File: src/rtl/mi_pkg.sv
package mi_pkg;
  parameter int N      = 256;
  parameter int Q      = 3329;
  parameter int MU_VAL = 1665;
  parameter int CW     = 12;
  parameter int SW     = 14;
  parameter int NSUB   = 2;
  parameter int IW     = $clog2(N);
endpackage

File: src/rtl/mi_sweep_ctrl.sv
module mi_sweep_ctrl #(
  parameter int N  = mi_pkg::N,
  parameter int IW = $clog2(N)
) (
  input  logic          clk_i,
  input  logic          rst_ni,
  input  logic          start_i,
  output logic [IW-1:0] rd_idx_o,
  output logic          wr_vld_o,
  output logic [IW-1:0] wr_idx_o,
  output logic          done_o
);
  localparam logic [IW:0]   LIMIT = (IW+1)'(N);
  localparam logic [IW-1:0] LAST  = IW'(N-1);

  logic [IW:0]   rd_q;
  logic          busy_q, vld_q, done_q;
  logic [IW-1:0] widx_q;

  always_ff @(posedge clk_i or negedge rst_ni) begin
    if (!rst_ni) begin
      rd_q   <= '0;
      busy_q <= 1'b0;
      vld_q  <= 1'b0;
      widx_q <= '0;
      done_q <= 1'b0;
    end else begin
      done_q <= 1'b0;
      if (!busy_q) begin
        if (start_i) begin
          busy_q <= 1'b1;
          rd_q   <= '0;
        end
      end else begin
        if (rd_q < LIMIT) begin
          rd_q   <= rd_q + 1'b1;
          vld_q  <= 1'b1;
          widx_q <= rd_q[IW-1:0];
        end else begin
          vld_q <= 1'b0;
        end
        // last coefficient commits this cycle
        if (vld_q && widx_q == LAST) begin
          done_q <= 1'b1;
          busy_q <= 1'b0;
        end
      end
    end
  end

  assign rd_idx_o = rd_q[IW-1:0];
  assign wr_vld_o = vld_q;
  assign wr_idx_o = widx_q;
  assign done_o   = done_q;
endmodule

File: src/rtl/mi_mu_sel.sv
module mi_mu_sel #(
  parameter int N      = mi_pkg::N,
  parameter int CW     = mi_pkg::CW,
  parameter int MU_VAL = mi_pkg::MU_VAL,
  parameter int IW     = $clog2(N)
) (
  input  logic [N-1:0]  msg_i,
  input  logic [IW-1:0] idx_i,
  output logic [CW-1:0] mu_o
);
  localparam logic [CW-1:0] MU_C = CW'(MU_VAL);
  assign mu_o = msg_i[idx_i] ? MU_C : '0;
endmodule

File: src/rtl/mi_modadd3.sv
module mi_modadd3 #(
  parameter int Q    = mi_pkg::Q,
  parameter int CW   = mi_pkg::CW,
  parameter int SW   = mi_pkg::SW,
  parameter int NSUB = mi_pkg::NSUB
) (
  input  logic [CW-1:0] a_i,
  input  logic [CW-1:0] b_i,
  input  logic [CW-1:0] c_i,
  output logic [CW-1:0] r_o
);
  localparam logic [SW-1:0] QS = SW'(Q);

  logic [SW-1:0] stg [NSUB+1];

  assign stg[0] = SW'(a_i) + SW'(b_i) + SW'(c_i);

  for (genvar g = 0; g < NSUB; g++) begin : g_sub
    assign stg[g+1] = (stg[g] >= QS) ? (stg[g] - QS) : stg[g];
  end

  assign r_o = stg[NSUB][CW-1:0];
endmodule

File: src/rtl/msg_inject_add.sv
module msg_inject_add #(
  parameter int N      = mi_pkg::N,
  parameter int Q      = mi_pkg::Q,
  parameter int MU_VAL = mi_pkg::MU_VAL,
  parameter int CW     = mi_pkg::CW,
  parameter int SW     = mi_pkg::SW,
  parameter int NSUB   = mi_pkg::NSUB,
  parameter int IW     = $clog2(N)
) (
  input  logic          clk_i,
  input  logic          rst_ni,
  input  logic          start_i,
  input  logic [N-1:0]  msg_i,
  input  logic [CW-1:0] psum_rdata_i,
  input  logic [CW-1:0] noise_rdata_i,
  output logic [IW-1:0] psum_raddr_o,
  output logic [IW-1:0] noise_raddr_o,
  output logic          wr_en_o,
  output logic [IW-1:0] wr_addr_o,
  output logic [CW-1:0] wr_data_o,
  output logic          done_o
);
  logic [IW-1:0] rd_idx, wr_idx;
  logic          wr_vld;
  logic [CW-1:0] mu;

  mi_sweep_ctrl #(.N(N), .IW(IW)) u_ctrl (
    .clk_i    (clk_i),
    .rst_ni   (rst_ni),
    .start_i  (start_i),
    .rd_idx_o (rd_idx),
    .wr_vld_o (wr_vld),
    .wr_idx_o (wr_idx),
    .done_o   (done_o)
  );

  // message term follows the write index (data arrives one cycle late)
  mi_mu_sel #(.N(N), .CW(CW), .MU_VAL(MU_VAL), .IW(IW)) u_mu (
    .msg_i (msg_i),
    .idx_i (wr_idx),
    .mu_o  (mu)
  );

  mi_modadd3 #(.Q(Q), .CW(CW), .SW(SW), .NSUB(NSUB)) u_add (
    .a_i (psum_rdata_i),
    .b_i (noise_rdata_i),
    .c_i (mu),
    .r_o (wr_data_o)
  );

  assign psum_raddr_o  = rd_idx;
  assign noise_raddr_o = rd_idx;
  assign wr_en_o       = wr_vld;
  assign wr_addr_o     = wr_idx;
endmodule

File: config.mk
export PLATFORM = sky130hd
export DESIGN_NAME = msg_inject_add
export DESIGN_NICKNAME = d
export VERILOG_FILES = /design/src/rtl/mi_pkg.sv /design/src/rtl/mi_sweep_ctrl.sv /design/src/rtl/mi_mu_sel.sv /design/src/rtl/mi_modadd3.sv /design/src/rtl/msg_inject_add.sv
export SDC_FILE = /design/constraint.sdc
export NUM_CORES = 1
export LEC_CHECK = 0
export BUFFER_PORTS_ARGS = -buffer_cell sky130_fd_sc_hd__buf_2
export CORE_AREA = 4 4 123 125
export CTS_CLUSTER_SIZE = 40
export DETAILED_ROUTE_END_ITERATION = 6
export DIE_AREA = 0 0 127 129
export PLACE_DENSITY_LB_ADDON = 0.1
export SKIP_LAST_GASP = 1
export SLEW_MARGIN = 20
export SYNTH_ARGS = -nofsm -noshare
export SYNTH_HDL_FRONTEND = slang
export SYNTH_HIERARCHICAL = 1
export SYNTH_SLANG_ARGS = --single-unit
File: constraint.sdc
create_clock -name clk_i -period 8.7 [get_ports clk_i]
set_clock_uncertainty 0.2 [all_clocks]
set_input_delay 0.87 -clock clk_i [delete_from_list [all_inputs] [get_ports clk_i]]
set_output_delay 0.87 -clock clk_i [all_outputs]
set_load 0.02 [all_outputs]
Yosys cells after proc, flatten, opt, wreduce, memory -nomap -nowiden
Index checks and enable logic that the tools add are counted.
- word-level logic and storage cells: 34
- memories: 0
- input port bits: 283
- bits in latches: 0
- RAM bits: 0
- ROM bits: 0
- register bits after elaboration: 20
- output and inout port bits: 38
- shifts and indexed selects: 0
- magnitude comparators: 4
- reductions and logical operators: 4
- $add $sub $neg: 5
- muxes and demuxes: 14
- bitwise operators: 0
- divide/modulo/power cells: 0
- multiply operators: 0
- equal/unequal tests: 2
- operators by type and width (operator ; count):
    14-bit by 12-bit >= comparator with 1-bit output (second input constant) ; 2
    9-bit 2-to-1 mux ; 3
    14-bit by 11-bit adder with 14-bit output ; 1
    14-bit 2-to-1 mux ; 1
    14-bit by 12-bit subtractor with 14-bit output (second input constant) ; 1
    12-bit by 12-bit adder with 13-bit output ; 1
    12-bit 2-to-1 mux ; 1
    12-bit subtractor (second input constant) ; 1
    11-bit 2-to-1 mux ; 1
    9-bit by 1-bit adder with 9-bit output (second input constant) ; 1
    8-bit by 9-bit less-than comparator with 1-bit output (second input constant) ; 1
    9-bit less-than comparator (second input constant) ; 1
    1-bit binary-select mux with 8-bit select ; 1
    8-bit equality test (second input constant) ; 1
    1-bit 2-to-1 mux ; 7
    2-bit AND reduction ; 2
    2-bit != test (second input constant) ; 1
    2-bit nonzero test ; 1
    1-bit logical AND ; 1

Longest topological paths before layout
- word-level depth: 8
- depth in mapped cells: 29
- gate-level depth less buffers: 23

Hierarchy
Netlist, hierarchy kept.
- by module, submodules not included (module ; sequential area each (um2) ; instances ; cells an instance ; area each (um2)):
    mi_mu_sel ; 0.0 ; 1 ; 232 ; 2308.5
    mi_modadd3 ; 0.0 ; 1 ; 251 ; 2028.2
    mi_sweep_ctrl ; 500.5 ; 1 ; 98 ; 939.7
    msg_inject_add ; 0.0 ; 1 ; 8 ; 60.1

Least setup slack after synthesis
Ideal clock, no wire load.
- path kind: in2out
- from: input port msg_i[205]
- to: output port wr_data_o[7]
- setup slack: 1.408 ns
- path buffers: 1
- arrival: 6.222 ns
- required time: 7.630 ns
- stages: 24
- path through: mux4_1 -> mux2i_1 -> nor4b_1 -> o41a_1 -> nor4_1 -> a31oi_1 -> fa_1 -> ha_1 -> fa_1 -> a21o_1 -> a2111oi_4 -> o21ai_1 -> o21bai_1 -> and2_1 -> buf_2 -> nor2_1 -> xnor2_1 -> ha_1 -> inv_1 -> a211oi_1 -> nand4b_1 -> o211ai_4 -> o211ai_1 -> xnor2_1
- longest elaborated chain between the ends: 8
- elaborated cells between the ends (all ways): 10
- classes of those cells: 3 x add/sub; 2 x order compare; 5 x mux
- ends and longest elaborated chain (element ; RTL line ; source):
    from (decl) ; msg_inject_add.sv:13 ; input logic [N-1:0] msg_i,
    1-bit binary-select mux with 8-bit select * ; mi_mu_sel.sv:12 ; assign mu_o = msg_i[idx_i] ? MU_C : '0;
    1-bit 2-to-1 mux (implied by the code) * ; mi_mu_sel.sv:12 ;
    11-bit 2-to-1 mux * ; mi_mu_sel.sv:12 ;
    named net mu[0] ; msg_inject_add.sv:25 ; logic [CW-1:0] mu;
    14-bit by 11-bit adder with 14-bit output * ; mi_modadd3.sv:16 ; assign stg[0] = SW'(a_i) + SW'(b_i) + SW'(c_i);
    14-bit by 12-bit subtractor with 14-bit output / 14-bit by 12-bit >= comparator with 1-bit output (equally long branches) ; mi_modadd3.sv:19 ; assign stg[g+1] = (stg[g] >= QS) ? (stg[g] - QS) : stg[g];
    14-bit 2-to-1 mux * ; mi_modadd3.sv:19 ;
    12-bit subtractor / 14-bit by 12-bit >= comparator with 1-bit output (equally long branches) ; mi_modadd3.sv:19 ;
    12-bit 2-to-1 mux * ; mi_modadd3.sv:19 ;
    to (decl) ; msg_inject_add.sv:20 ; output logic [CW-1:0] wr_data_o,
Mark *: on every way through the listed nets, which the timed path passes. The rest lies on a longest branch. The select of a mux whose other input is x is not followed.

Worst setup path in the final report
- from: register u_ctrl.widx_q[1] (netlist: u_ctrl/wr_idx_o[1])
- to: output port wr_data_o[6]
- longest elaborated chain between the ends: 8
- elaborated cells between the ends (all ways): 10
- classes of those cells: 3 x add/sub; 2 x order compare; 5 x mux
- ends and longest elaborated chain (element ; RTL line ; source):
    from (decl) ; mi_sweep_ctrl.sv:18 ; logic [IW-1:0] widx_q;
    from (signal assigned) ; mi_sweep_ctrl.sv:38 ; widx_q <= rd_q[IW-1:0];
    1-bit binary-select mux with 8-bit select * ; mi_mu_sel.sv:12 ;
    1-bit 2-to-1 mux (implied by the code) * ; mi_mu_sel.sv:12 ;
    11-bit 2-to-1 mux * ; mi_mu_sel.sv:12 ;
    named net mu[0] ; msg_inject_add.sv:25 ;
    14-bit by 11-bit adder with 14-bit output * ; mi_modadd3.sv:16 ;
    14-bit by 12-bit subtractor with 14-bit output / 14-bit by 12-bit >= comparator with 1-bit output (equally long branches) ; mi_modadd3.sv:19 ;
    14-bit 2-to-1 mux * ; mi_modadd3.sv:19 ;
    12-bit subtractor / 14-bit by 12-bit >= comparator with 1-bit output (equally long branches) ; mi_modadd3.sv:19 ;
    12-bit 2-to-1 mux * ; mi_modadd3.sv:19 ;
Marked as above.

==> results_dict.tcl <==
set metrics [dict create \
    hold-path-cell-count 1 \
    startpoint "u_ctrl/wr_idx_o[1]" \
    r2r_cells 3 \
    coreArea_um2 13900 \
    cts.reportedPaths.clkPinSlew_ps 60 \
    drt-initial-drc-count 538 \
    grt_max_degree 35 \
    tns_ps 0 \
    grt_usage 0.264 \
    port_buffers 320 \
    period_share 0.950 \
    die_y_um 129 \
    avgSynthCellArea_um2 9.06 \
    critPathCaptureType "output pin" \
    cts_root_buf "clkbuf_16" \
    final_area_um2 7060 \
    hpwl_um 19200 \
    synth_cell_types 87 \
    clk_latency_ps 250 \
    hold_viol 0 \
    rsz0062_at_grt "no" \
    crit_path_max_fanout 34 \
    holdBufCountCts 0 \
    hp-start "u_ctrl/rd_q[8]" \
    synth_top_area_cell "mux4_2" \
    synth-edff-count 0 \
    via_count 6167 \
    ioPinCount 321 \
    antenna_found_initial 1 \
    placed_area_um2 6850 \
    cap_violations 0 \
    layout.nets 1188 \
    die_w_um 127 \
    finalWirelength_um 22600 \
    dieArea_um2 16400 \
    min_path_type "reg -> reg" \
    gp_congestion 0.946 \
    grt_pass1_vias 6505 \
    fp-row-count 43 \
    grt_first_pass_wirelength_um 34700 \
    clock_sinks 20 \
    setup_viol 0 \
    viasPerCell 5.84 \
    syn_area_um2 5340 \
    syn_inst 589 \
    start_util 0.384 \
    final_cell_mix "buf_2 (320), mux2i_1 (64), nand2_1 (51)" \
    place_ws_ps 184 \
    cts_tree "yes" \
    start_kind "flip-flop" \
    cts_buffers 3 \
    first_pass_iters 5 \
    fin_ws_ps 436 \
    outcome "finished, final reports clean" \
    worstPathRequired_ps 7630 \
    detail_route.drc_violations 0 \
    r2r-start "u_ctrl/busy_q" \
    max_slew_margin 0.419 \
    ys_seq_area_frac 0.0938 \
    yosys-top-cells-area "mux4_2 (13%), mux2i_1 (12%), dfrtp_1 (9.4%), buf_4 (5.2%), fa_1 (4.9%)" \
    rrSetupSlack_ps 7060 \
    grt_overflow 0 \
    antenna_left 0 \
    async_reset_ff_frac 1.00 \
    syn_to_final_growth_pct 32.2 \
    period_needed_ps 8260 \
    worst_slew_pin_slew_ps 867 \
    layout_commonest_cell "buf_2" \
    cts_buffer_depth 2 \
    yosysWarnings 6 \
    ys_ff_latch 20 \
    cp.arrival_ps 7190 \
    synth_flop_cell "dfrtp_1" \
    clock.fmax_mhz 121 \
    wire_per_inst_um 21.4 \
    yosys.area.top_type_share 0.131 \
    criticalPathCategory "reg -> out" \
    place_inst 1044 \
    stdcell_count 1056 \
    slew_viol_final 0 \
    drive_above_1_share 0.463 \
    cts_max_level 1 \
]
==> sequential cells by signal (all words and copies together) (netlist names) <==
name	flops
u_ctrl/busy_q	1
u_ctrl/done_o	1
u_ctrl/rd_q	9
u_ctrl/wr_idx_o	8
u_ctrl/wr_vld_o	1
==> logic make-up (layout without fill, tap and decap cells) <==
kind of cell             count (synthesis)  in the layout  synth area share
AND/OR/NAND/NOR                        183            183             0.175
buffers and inverters                   73            352            0.0879
adder cells (fa/ha/maj)                 29             29            0.0863
AO/OA/AOI/OAI                          161            161             0.243
other                                    1              9          0.000703
multiplexers                           102            102             0.279
flip-flops                              20             20            0.0938
XOR/XNOR                                20             20            0.0342
==> area by class of cell <==
type | instances | area, µm²
diodes | 1 | 2.50
clock buffers | 4 | 78.8
fillers | 1372 | 6830
inverters | 10 | 37.5
multi-input cells | 503 | 4440
flip-flops and latches | 20 | 508
well taps | 180 | 225
repair buffers | 338 | 1760
==> repair_timing <==
item | in CTS | in global routing
setup endpoints to repair | 8 | 12
resized for setup | 1 | 12
gates cloned | 0 | 0
pin swaps | 0 | 2
setup buffers | 0 | 7
==> cells in the mapped netlist (15+ instances only) <==
cell	n
a21oi_1	16
buf_4	37
dfrtp_1	20
ha_1	16
mux2i_1	65
mux4_2	31
nand2_1	52
nand3_1	22
nor2_1	29
nor3_1	15
o21ai_0	19
o22ai_1	23
==> routing by layer <==
metal  vias to the layer above  share of wire  wire length [µm]  GRT usage
met1                      3018           0.39              8870      0.329
li1                       2877              -                 -          -
met3                         8          0.067              1520     0.0399
met2                       264           0.54             12100      0.498
met4                         0         0.0043                97     0.0278
met5                         -              0                 0          0
==> through the flow <==
stage / utilization / hold slack, ps
3_3_place_gp: 0.493 / 283
4_1_cts: 0.499 / 321
2_1_floorplan: - / 272
6_report: 0.508 / 321
3_5_place_dp: 0.493 / 306
5_1_grt: 0.508 / 342
==> worst max-delay path, stage by stage, from the launching register on <==
cell	delay [ps]
dfrtp_4	550
buf_12	250
mux2i_1	300
a21oi_1	100
and3_1	200
o41a_1	430
nor4_2	440
a31oi_4	130
fa_1	410
ha_1	240
fa_1	480
a21o_1	280
a2111oi_4	460
o21ai_1	150
o21bai_1	270
and2_1	300
nor2_1	330
xnor2_1	200
ha_1	190
inv_1	40
a211oi_1	200
nand4b_1	200
o211ai_4	200
a32oi_1	180
xnor2_1	180
buf_2	200
==> path summary, 6_finish.rpt <==
path	end
worst max-delay path	wr_data_o[6]
worst min-delay path	u_ctrl/rd_q[8]
worst max register to register	u_ctrl/rd_q[5]
worst min register to register	u_ctrl/rd_q[8]
max in group asynchronous	u_ctrl/wr_idx_o[1]
min in group asynchronous	u_ctrl/rd_q[6]
Power is left out: the tool's default activity adds up to more than one toggle a clock period on the data nets, which glitch-free logic cannot reach.
